===== src/rtl/tmr24_pkg.sv =====
package tmr24_pkg;
    localparam int CNT_W   = 24;
    localparam int BYTE_W  = 8;
    localparam int ADDR_W  = 4;
    localparam int NBYTES  = CNT_W / BYTE_W;

    typedef enum logic [1:0] {
        SRC_SYS_PRE = 2'b00,
        SRC_EXT_PRE = 2'b01,
        SRC_EXT_DIR = 2'b10,
        SRC_EXT_ALT = 2'b11
    } clk_src_e;

    typedef struct packed {
        logic     irq_en;
        logic     reload;
        clk_src_e src;
        logic     run;
    } ctrl_t;

    localparam logic [ADDR_W-1:0] A_CTRL   = 4'h0;
    localparam logic [ADDR_W-1:0] A_VECTOR = 4'h1;
    localparam logic [ADDR_W-1:0] A_PNULL  = 4'h2;
    localparam logic [ADDR_W-1:0] A_PHI    = 4'h3;
    localparam logic [ADDR_W-1:0] A_PMID   = 4'h4;
    localparam logic [ADDR_W-1:0] A_PLO    = 4'h5;
    localparam logic [ADDR_W-1:0] A_CNULL  = 4'h6;
    localparam logic [ADDR_W-1:0] A_CHI    = 4'h7;
    localparam logic [ADDR_W-1:0] A_CMID   = 4'h8;
    localparam logic [ADDR_W-1:0] A_CLO    = 4'h9;
    localparam logic [ADDR_W-1:0] A_STATUS = 4'hA;

    localparam logic [BYTE_W-1:0] VECTOR_RST = 8'h0F;

    function automatic logic [BYTE_W-1:0] pick_byte(input logic [CNT_W-1:0] v, input int idx);
        return v[idx*BYTE_W +: BYTE_W];
    endfunction

    function automatic logic is_direct(input clk_src_e s);
        return s[1];
    endfunction
endpackage


===== src/rtl/tmr24_sync_edge.sv =====
module tmr24_sync_edge #(
    parameter int STAGES = 2
) (
    input  logic clk,
    input  logic rst,
    input  logic din,
    output logic rise
);
    logic [STAGES:0] sh;

    always_ff @(posedge clk) begin
        if (rst) sh <= '0;
        else     sh <= {sh[STAGES-1:0], din};
    end

    // newest synchronized sample high, one older sample low
    assign rise = sh[STAGES-1] & ~sh[STAGES];
endmodule


===== src/rtl/tmr24_prescaler.sv =====
module tmr24_prescaler #(
    parameter int PRE_W = 5
) (
    input  logic clk,
    input  logic rst,
    input  logic restart,
    input  logic tick,
    output logic wrap
);
    logic [PRE_W-1:0] pre_q;

    assign wrap = tick && (pre_q == '0);

    always_ff @(posedge clk) begin
        if (rst || restart) pre_q <= '1;
        else if (tick)      pre_q <= pre_q - 1'b1;
    end
endmodule


===== src/rtl/tmr24_counter.sv =====
module tmr24_counter
    import tmr24_pkg::*;
(
    input  logic             clk,
    input  logic             rst,
    input  logic             run,
    input  logic             step,
    input  logic             reload,
    input  logic [CNT_W-1:0] preload,
    input  logic             clr_req,
    output logic [CNT_W-1:0] count,
    output logic             loaded,
    output logic             zflag
);
    logic [CNT_W-1:0] nxt;
    logic             hit_zero;

    always_comb begin
        nxt = count - 1'b1;
        if (count == '0) begin
            if (preload == '0) nxt = '0;
            else if (reload)   nxt = preload;
            else               nxt = '1;
        end
    end

    assign hit_zero = step && (count == CNT_W'(1));

    always_ff @(posedge clk) begin
        if (rst) begin
            count  <= '0;
            loaded <= 1'b0;
            zflag  <= 1'b0;
        end else if (!run) begin
            loaded <= 1'b0;
            zflag  <= 1'b0;
        end else if (!loaded) begin
            loaded <= 1'b1;
            count  <= preload;
            if (clr_req) zflag <= 1'b0;
        end else begin
            if (step) count <= nxt;
            if (hit_zero)     zflag <= 1'b1;
            else if (clr_req) zflag <= 1'b0;
        end
    end
endmodule


===== src/rtl/tmr24_top.sv =====
module tmr24_top
    import tmr24_pkg::*;
#(
    parameter int PRE_W       = 5,
    parameter int SYNC_STAGES = 2
) (
    input  logic              clk,
    input  logic              rst,
    input  logic [ADDR_W-1:0] addr,
    input  logic              we,
    input  logic              re,
    input  logic [BYTE_W-1:0] wdata,
    output logic [BYTE_W-1:0] rdata,
    input  logic              ext_in,
    input  logic              iack,
    output logic              irq
);
    ctrl_t             ctrl_q;
    logic [BYTE_W-1:0] vector_q;
    logic [BYTE_W-1:0] pre_b [NBYTES];
    logic [CNT_W-1:0]  preload;
    logic [CNT_W-1:0]  count;
    logic              loaded, zflag;
    logic              ext_rise, pre_wrap, pre_tick, step, clr_req, active;

    // control and vector registers
    always_ff @(posedge clk) begin
        if (rst) begin
            ctrl_q   <= '0;
            vector_q <= VECTOR_RST;
        end else if (we) begin
            if (addr == A_CTRL)   ctrl_q   <= ctrl_t'(wdata[$bits(ctrl_t)-1:0]);
            if (addr == A_VECTOR) vector_q <= wdata;
        end
    end

    // start-value bytes: deliberately untouched by reset
    genvar gi;
    generate
        for (gi = 0; gi < NBYTES; gi++) begin : g_pre
            localparam logic [ADDR_W-1:0] MY_ADDR = A_PLO - ADDR_W'(gi);
            always_ff @(posedge clk) begin
                if (we && addr == MY_ADDR) pre_b[gi] <= wdata;
            end
            assign preload[gi*BYTE_W +: BYTE_W] = pre_b[gi];
        end
    endgenerate

    assign clr_req = we && (addr == A_STATUS) && wdata[0];
    assign active  = ctrl_q.run && loaded;

    tmr24_sync_edge #(.STAGES(SYNC_STAGES)) u_sync (
        .clk (clk),
        .rst (rst),
        .din (ext_in),
        .rise(ext_rise)
    );

    assign pre_tick = (ctrl_q.src == SRC_SYS_PRE) ? 1'b1 : ext_rise;

    tmr24_prescaler #(.PRE_W(PRE_W)) u_pre (
        .clk    (clk),
        .rst    (rst),
        .restart(!active),
        .tick   (pre_tick),
        .wrap   (pre_wrap)
    );

    assign step = active && (is_direct(ctrl_q.src) ? ext_rise : pre_wrap);

    tmr24_counter u_cnt (
        .clk    (clk),
        .rst    (rst),
        .run    (ctrl_q.run),
        .step   (step),
        .reload (ctrl_q.reload),
        .preload(preload),
        .clr_req(clr_req),
        .count  (count),
        .loaded (loaded),
        .zflag  (zflag)
    );

    assign irq = zflag && ctrl_q.irq_en;

    always_comb begin
        rdata = '0;
        if (iack) begin
            rdata = vector_q;
        end else if (re) begin
            unique case (addr)
                A_CTRL:   rdata = BYTE_W'(ctrl_q);
                A_VECTOR: rdata = vector_q;
                A_PHI:    rdata = pick_byte(preload, 2);
                A_PMID:   rdata = pick_byte(preload, 1);
                A_PLO:    rdata = pick_byte(preload, 0);
                A_CHI:    rdata = pick_byte(count, 2);
                A_CMID:   rdata = pick_byte(count, 1);
                A_CLO:    rdata = pick_byte(count, 0);
                A_STATUS: rdata = {{(BYTE_W-1){1'b0}}, zflag};
                default:  rdata = '0;
            endcase
        end
    end
endmodule


===== config.mk =====
export PLATFORM = sky130hd
export DESIGN_NAME = tmr24_top
export DESIGN_NICKNAME = d
export VERILOG_FILES = /design/src/rtl/tmr24_pkg.sv /design/src/rtl/tmr24_sync_edge.sv /design/src/rtl/tmr24_prescaler.sv /design/src/rtl/tmr24_counter.sv /design/src/rtl/tmr24_top.sv
export SDC_FILE = /design/constraint.sdc
export NUM_CORES = 1
export LEC_CHECK = 0
export BUFFER_PORTS_ARGS = -buffer_cell sky130_fd_sc_hd__buf_2
export CORE_UTILIZATION = 55
export DETAILED_ROUTE_END_ITERATION = 7
export PLACE_DENSITY = 0.82
export SLEW_MARGIN = 20
export SYNTH_ARGS = -nofsm -noshare
export SYNTH_HDL_FRONTEND = slang
export SYNTH_HIERARCHICAL = 1
export SYNTH_SLANG_ARGS = --single-unit
export TNS_END_PERCENT = 1

===== constraint.sdc =====
create_clock -name clk -period 3.7 [get_ports clk]
set_input_delay 0.74 -clock clk [delete_from_list [all_inputs] [get_ports clk]]
set_output_delay 0.74 -clock clk [all_outputs]
set_load 0.05 [all_outputs]

======== Word-level counts from Yosys, hierarchy flattened ========
Memory sizes are Yosys's and may differ from the RTL's.
Index checks and enable logic that the tools add are counted.
storage, ports and cells
  register bits ........................... 47
  memories ................................ 1
  bits in writable memories ............... 24
  bits in read-only memories .............. 0
  input bits .............................. 18
  logic and storage cells ................. 75
  latch bits .............................. 0
memory list
  name   words  bits a word  read ports  clocked after memory_dff  write ports  line             text
  pre_b  3      8            3           0                         1            tmr24_top.sv:20  logic [BYTE_W-1:0] pre_b [NBYTES];
operators by class
  mux-type cells .......................... 26
  equal/unequal tests ..................... 10
  shift-type cells ........................ 0
  add/sub/neg operators ................... 2
  div/mod/pow operators ................... 0
  $lt $le $gt $ge ......................... 0
  multiply operators ...................... 0
  reduce and logical (&&, ||, !) cells .... 23
  bitwise operators ....................... 3
operator list
  kind                     count
  $mux W24                 5
  $pmux W8 S9              1
  $logic_not A24 Y1        2
  $mux W8                  4
  $eq A24 B1 Y1 const B    1
  $sub A24 B1 Y24 const B  1
  $reduce_or A8 Y1         2
  $mux W1                  14
  $eq A4 B3 Y1 const B     3
  $eq A4 B4 Y1 const B     3
  $logic_and A1 B1 Y1      10
  $reduce_and A2 Y1        3
  $logic_not A5 Y1         1
  $sub A5 B1 Y5 const B    1
  $eq A4 B1 Y1 const B     1
  $eq A4 B2 Y1 const B     1
  $logic_not A4 Y1         1
  $mux W2                  2
  $logic_not A2 Y1         1
  $ne A2 B1 Y1 const B     1
  $not A1 Y1               2
  $reduce_or A2 Y1         1
  $and A1 B1 Y1            1
  $logic_not A1 Y1         1
  $logic_or A1 B1 Y1       1

======== Depth between registers and ports, before layout ========
Gate-level depths: netlist of the first run.
  depth in word-level cells ............... 9
  depth in mapped cells ................... 11
  depth with buffers taken out ............ 10

======== Modules after synthesis ========
Netlist of the first run, hierarchy kept.
modules (own cells, without submodules)
  module           area each (um^2)  times used  seq. area each (um^2)  cells each
  tmr24_counter    2229.6            1           520.5                  297
  tmr24_top        2049.5            1           980.9                  191
  tmr24_prescaler  277.8             1           100.1                  27
  tmr24_sync_edge  87.6              1           60.1                   7

======== Worst setup path before layout of the first run ========
No wires, ideal clock.
  path kind ............................... input port to output port
  start point ............................. in iack
  end point ............................... out rdata[2]
  path slack .............................. 0.238 ns
  cell stages on the path ................. 5
  path buffers ............................ 1
  arrival ................................. 2.722 ns
  required time ........................... 2.960 ns
  cell sequence ........................... clkbuf_1 -> nand2b_1 -> a221oi_4 -> inv_2 -> o311ai_1
between the ends
  cells in the longest elaborated chain, start to end .. 1
ends and longest elaborated chain
  what         line             text
  from (decl)  tmr24_top.sv:15  input logic iack,
  $mux W8      tmr24_top.sv:88  if (iack) begin
  to (decl)    tmr24_top.sv:13  output logic [BYTE_W-1:0] rdata,
Every way passes these cells.

======== Worst setup path in the final report of the first run ========
  start point ............................. in addr[2]
  end point ............................... out rdata[3]
between the ends
  cells in the longest elaborated chain, start to end .. 4
  elaborated cells between the ends (all ways) .. 12
  those cells by class .................... eq/ne: 8; mux: 3; reduce/logical: 1
ends and longest elaborated chain
  what                                  line             text
  from (decl)                           tmr24_top.sv:9   input logic [ADDR_W-1:0] addr,
  $eq A4 B4 Y1 (tied with other cells)  tmr24_top.sv:91  unique case (addr)
  $pmux W8 S9 (*)                       tmr24_top.sv:91
  $mux W8 (*)                           tmr24_top.sv:90  end else if (re) begin
  $mux W8 (*)                           tmr24_top.sv:88
Mark *: on every way between the ends. The rest lies on a longest branch, timed or not.

==> results.toml, run 1 <==
[sta]
fin_skew_ns = 0.0111
grt_setup_unrepaired = "false"
worst_pin_slew_ns = 0.918
finalSetupViolations = 0
hold_viol = 0
max_freq_mhz = 295
drv_slew = 0
post-route-period-util_pct = 91.7
relSlewSlack_pct = 38.6
fin_crit_ns = 3.39
setup-tns-final_ns = 0

[finish]
antenna-diode-count = 0
final_util_pct = 60.9
fin_cells = 644
nets = 557
fin_area_um2 = 4980
drive_gt1_share_pct = 14.1
n_fill_cell = 746
multi_input_area_um2 = 2720
regArea_um2 = 1660
area_growth_pct = 7.19

[synthesis]
synth-seq-cells = 71
synth.avg_cell_area_um2 = 8.90
syn-cell-area_um2 = 4640
ys_seq_area_share_pct = 35.8
ys.flop_type = "dfxtp_1"
synth.net_count = 545
async_reset_ff_share_pct = 0
syn-instance-count = 522
yosysUniqueCellTypes = 81
yosysWarnings = 6
synth-edff-count = 24

[route]
routedWlPerCell_um = 23.8
ant_nets = 0
first_pass_iters = 6
via_count = 4635
drtIter0Drc = 539
vias_per_cell = 7.20
routed_wl_mm = 15.3
drc = 0

[worst_setup_path]
path_class = "primary input to primary output"
critPathMaxFanout = 29
crit_required_ns = 2.96
cp_data_arrival_time_ns = 2.65
critPathCaptureType = "primary output"
cp-start-kind = "primary input"

[clock_network]
numCtsBuffers = 9
holdBufCountCts = 0
cts_resized = 0
post_cts_buffers = 0
htree_levels = 3
cts_tree = "yes"
clkLatencyLatePin_ns = 0.37
cts_buffer_depth = 2
cts.sinks = 71
clockRootBuffer = "clkbuf_8"
cts.clk_slew.worst_paths_ns = 0.09

[global_route]
grt_usage_pct = 36.8
grt_pass1_wl_mm = 23.8
grt_overflow = 0
grt_max_degree = 31
antenna_found_initial = 0
first_global_vias = 4373

[die]
ios = 27
dieHeight_um = 93.9
die_area_um2 = 8820
start_util_pct = 56.8
core-area_um2 = 8180
chipWidth_um = 93.9
rows = 33

[power]
powerDensity_nw_per_um2 = 346
ir_drop_v = 0.000199
total_power_mw = 1.72
leakage_nw = 2.04

[placed_design]
placed_area_um2 = 4790
dp_hpwl_mm = 10.8
placed_cells = 628
port_buffers = 26
gp_congestion = 1.04

[min_path]
hold_path_class = "flip-flop to flip-flop"

[run_status]
outcome = "finished clean"

[run]
cap_violations = 0
-- cells in the mapped netlist, types with 3 or more instances --
cell type | n | area (um2)
a211o_1 | 11 | 96.3
a211oi_1 | 11 | 82.6
a21oi_1 | 25 | 125
a221o_1 | 3 | 30.0
a221oi_1 | 4 | 35.0
a22o_1 | 6 | 52.6
a22oi_1 | 3 | 22.5
a31oi_1 | 4 | 25.0
and2_1 | 4 | 25.0
and3_1 | 7 | 43.8
and3b_1 | 6 | 52.6
buf_2 | 4 | 20.0
buf_4 | 3 | 22.5
buf_6 | 4 | 45.0
clkbuf_1 | 21 | 78.8
dfxtp_1 | 47 | 941
edfxtp_1 | 24 | 721
ha_1 | 5 | 62.6
inv_1 | 24 | 90.1
mux2_2 | 6 | 67.6
mux2i_1 | 18 | 180
nand2_1 | 33 | 124
nand2b_1 | 8 | 50.1
nand3_1 | 10 | 50.1
nand3b_1 | 6 | 45.0
nand4_1 | 6 | 37.5
nor2_1 | 43 | 161
nor2b_1 | 16 | 100
nor3_1 | 10 | 50.1
nor3b_1 | 3 | 22.5
nor4_1 | 10 | 62.6
nor4_2 | 3 | 37.5
nor4bb_1 | 3 | 30.0
o21ai_0 | 30 | 150
o21ai_1 | 3 | 15.0
o221a_2 | 3 | 33.8
o221ai_1 | 5 | 43.8
o22ai_1 | 4 | 25.0
o31a_1 | 4 | 35.0
o31ai_1 | 9 | 67.6
or3_1 | 6 | 37.5
or4_1 | 9 | 67.6
xnor2_1 | 6 | 52.6
xor2_1 | 5 | 43.8
-- critical path, stage by stage --
cell and delay [ns]:
buf_2 0.44, nor2b_1 0.55, a221oi_1 0.16, o32ai_1 0.31
a22o_1 0.18, buf_2 0.26
-- layout by cell type, fill, tap and decap left out, types with 7 or more instances in the layout --
cell type and count:
dfxtp_1 47, o21ai_0 30, clkbuf_8 9, a211oi_1 11, edfxtp_1 24, nor4_1 10
nor2_1 43, buf_2 26, nand2b_1 8, a21oi_1 25, nand3_1 10, a211o_1 11
nor2b_1 16, mux2i_1 18, or4_1 9, nor3_1 10, buf_4 7, nand2_1 33
o31ai_1 9, inv_1 24, and3_1 7
-- power by group --
part | leakage [nW] | internal (mW) | total, mW | switching, mW
combinational | 1.35 | 0.0864 | 0.268 | 0.181
sequential | 0.597 | 0.817 | 0.836 | 0.0192
clock | 0.0927 | 0.258 | 0.619 | 0.362
-- cell families (layout without fill, tap and decap cells) --
kind of cell    Yosys count  count (layout)  share of synthesized area (%)
fa+ha+maj                 5               5                           1.35
simple gates            201             201                           25.6
xor+xnor                 11              11                           2.07
flops                    71              71                           35.8
buf+inv                  57              74                           5.60
mux                      25              25                           5.82
compound gates          152             152                           23.7
-- layout make-up --
cell class                 instances  share of cell area [%]
multi-input combinational        394                    54.7
sequential                        71                    33.4
timing repair buffer              33                    3.67
tap                              105                    2.64
clock buffer                       9                    2.49
inverter                          25                    1.88
clock inverter                     7                    1.26
-- path summary, 6_finish.rpt --
path         slack [ns]                            to                        start  depth (start not counted)
max                0.31                      rdata[3]                      addr[2]                          6
min reg2reg        0.45       u_sync/sh[1]$_SDFF_PP0_      u_sync/sh[0]$_SDFF_PP0_                          1
min                0.45       u_sync/sh[1]$_SDFF_PP0_      u_sync/sh[0]$_SDFF_PP0_                          1
max reg2reg        0.88  u_cnt/count[17]$_SDFFE_PP0P_  u_cnt/count[0]$_SDFFE_PP0P_                          7
-- registers in the layout, summed over array words and instances, names as in the netlist --
signal	flops
u_cnt/zflag	1
u_pre/pre_q	5
pre_b	24
u_sync/sh	3
vector_q	8
u_cnt/loaded	1
u_cnt/count	24
ctrl_q	5
-- metal layers --
layer  track usage (%)  vias to the layer above  wire length, um
met1              47.4                     2186             6010
met3              9.79                       65             1830
li1                  -                     2023                -
met5                 0                        -                0
met4              20.5                        0              605
met2              55.5                      361             6870
-- per-stage QoR --
step | setup WS, ns | hold slack (ns)
after floorplan | 0.238 | 0.414
after global placement | 0.389 | 0.420
after detailed placement | 0.365 | 0.430
after CTS | 0.348 | 0.454
after global routing | 0.158 | 0.480
final | 0.307 | 0.449
Power figures use the tool's default switching activity.
==> run 2, diff against run 1 <==
BUFFER_PORTS_ARGS = not set   (was -buffer_cell sky130_fd_sc_hd__buf_2)
DONT_BUFFER_PORTS = 1   (was not set)
MAX_ROUTING_LAYER = met4   (was not set)
PLACE_DENSITY = 0.76   (was 0.82)
==> run 2 against run 1 <==
Clock power decreased by 4.0%. Critical path depth decreased by 2. Count of clock-buffer cells in the layout unchanged. Sequential share of layout area increased by 0.71 points. Power decreased by 4.1%.
==> results.toml, run 2 (synthesized netlist as in run 1, its figures left out) <==
[clock_network]
cts_resized = 0
clockRootBuffer = "clkbuf_8"
cts_buffer_depth = 2
cts.clk_slew.worst_paths_ns = 0.09
holdBufCountCts = 0
post_cts_buffers = 0
numCtsBuffers = 9
cts_tree = "yes"
clkLatencyLatePin_ns = 0.36
cts.sinks = 71
htree_levels = 3

[die]
ios = 27
die_area_um2 = 8820
core-area_um2 = 8180
chipWidth_um = 93.9
start_util_pct = 56.8
rows = 33
dieHeight_um = 93.9

[route]
drtIter0Drc = 497
routedWlPerCell_um = 24.2
vias_per_cell = 7.22
drc = 0
first_pass_iters = 6
ant_nets = 0
via_count = 4478
routed_wl_mm = 15.0

[power]
powerDensity_nw_per_um2 = 339
ir_drop_v = 0.000291
leakage_nw = 1.93

[sta]
finalSetupViolations = 0
worst_pin_slew_ns = 0.826
drv_slew = 0
whs_ns = 0.446
grt_setup_unrepaired = "false"
relSlewSlack_pct = 44.9
hold_viol = 0
max_freq_mhz = 331
setup-tns-final_ns = 0
fin_skew_ns = 0.0160
fin_crit_ns = 3.02
post-route-period-util_pct = 81.6

[min_path]
hold_depth = 1
hold_path_class = "primary input to flip-flop"
worstHoldStart = "rst"
holdPathEnd = "vector_q[7]$_SDFFE_PP0P_"

[placed_design]
gp_congestion = 1.06
dp_hpwl_mm = 10.6
port_buffers = 0
placed_cells = 604
placed_area_um2 = 4690

[worst_setup_path]
reg2reg_depth = 10
crit_required_ns = 2.96
r2r-end = "u_cnt/count[23]$_SDFFE_PP0P_"
critPathMaxFanout = 29
cp_cell_sequence = "nor2b_1 > a221oi_1 > o32ai_1 > a22o_1"
path_class = "primary input to primary output"
crit_family = "compound AO/OA/AOI/OAI gates"
startpoint = "addr[2]"
crit_buf_inv = 0
cp_data_arrival_time_ns = 2.28
cp_slowest_cell = "a22o_1"
crit_path_max_incr_delay_ns = 0.50
rrSetupSlack_ns = 0.76
cp-start-kind = "primary input"
critPathCaptureType = "primary output"
r2r_start = "ctrl_q[2]$_SDFFE_PP0P_"

[global_route]
antenna_found_initial = 0
first_global_vias = 4148
grt_usage_pct = 37.3
grt_max_degree = 34
grt_overflow = 0
grt_pass1_wl_mm = 23.5

[run]
cap_violations = 0

[finish]
drive_gt1_share_pct = 10.5
final_common_cell = "dfxtp_1"
area_growth_pct = 4.96
fin_area_um2 = 4870
top_regs = "pre_b (24), u_cnt/count (24), vector_q (8)"
antenna-diode-count = 0
nets = 533
fin_cells = 620
final_cell_mix = "dfxtp_1, nor2_1, nand2_1"

[run_status]
outcome = "finished clean"
## run 2: changes by cell type in the layout (fill, tap and decap cells not counted), sizes merged
cell      previous run  this run
buf                 33         9
clkinv               2         1
clkinvlp             1         2
## run 2: power breakdown
group          switching, mW  leakage (nW)  internal [mW]
Sequential            0.0191         0.597          0.817
Clock                  0.338        0.0888          0.256
Combinational          0.142          1.25         0.0798
## run 2: per-stage QoR
step                setup WS, ns  utilization [%]  power, mW
finish                     0.681             59.6       1.65
global route               0.580             59.6       1.71
CTS                        0.735             59.6       1.66
detailed placement         0.751             57.4       1.07
global placement           0.786             57.4       1.07
floorplan                  0.238                -       1.03
## run 2: worst reg2reg max path, cell delays in order (launching register included)
cell	delay [ns]
dfxtp_1	0.37
o21bai_1	0.47
and4b_2	0.29
mux2i_1	0.06
nor2_1	0.27
nand2b_1	0.27
nand2_1	0.08
buf_4	0.20
o41ai_1	0.40
o41ai_1	0.14
o31a_1	0.29
## run 2: worst max-delay path by stage
| stage | end | slack (ns) | cells after the start |
|---|---|---|---|
| global route | u_cnt/count[23]$_SDFFE_PP0P_ | 0.58 | 10 |
| detailed placement | rdata[3] | 0.75 | 4 |
| floorplan | rdata[2] | 0.24 | 5 |
| CTS | rdata[3] | 0.73 | 4 |
| global placement | rdata[3] | 0.79 | 4 |
| finish | rdata[3] | 0.68 | 4 |
## run 2: final cells by class
cell class	count	area, um2
Clock inverter	7	61.3
Clock buffer	9	124
Tap cell	105	131
Sequential cell	71	1660
Inverter	25	93.8
Multi-Input combinational cell	394	2740
Timing Repair Buffer	9	67.6
Fill cell	731	3300
## run 2: routing by layer
metal | wire length, um | track usage (%)
met1 | 6110 | 48.5
met2 | 6820 | 55.9
met3 | 1550 | 9.22
met4 | 538 | 14.1
met5 | 0 | -
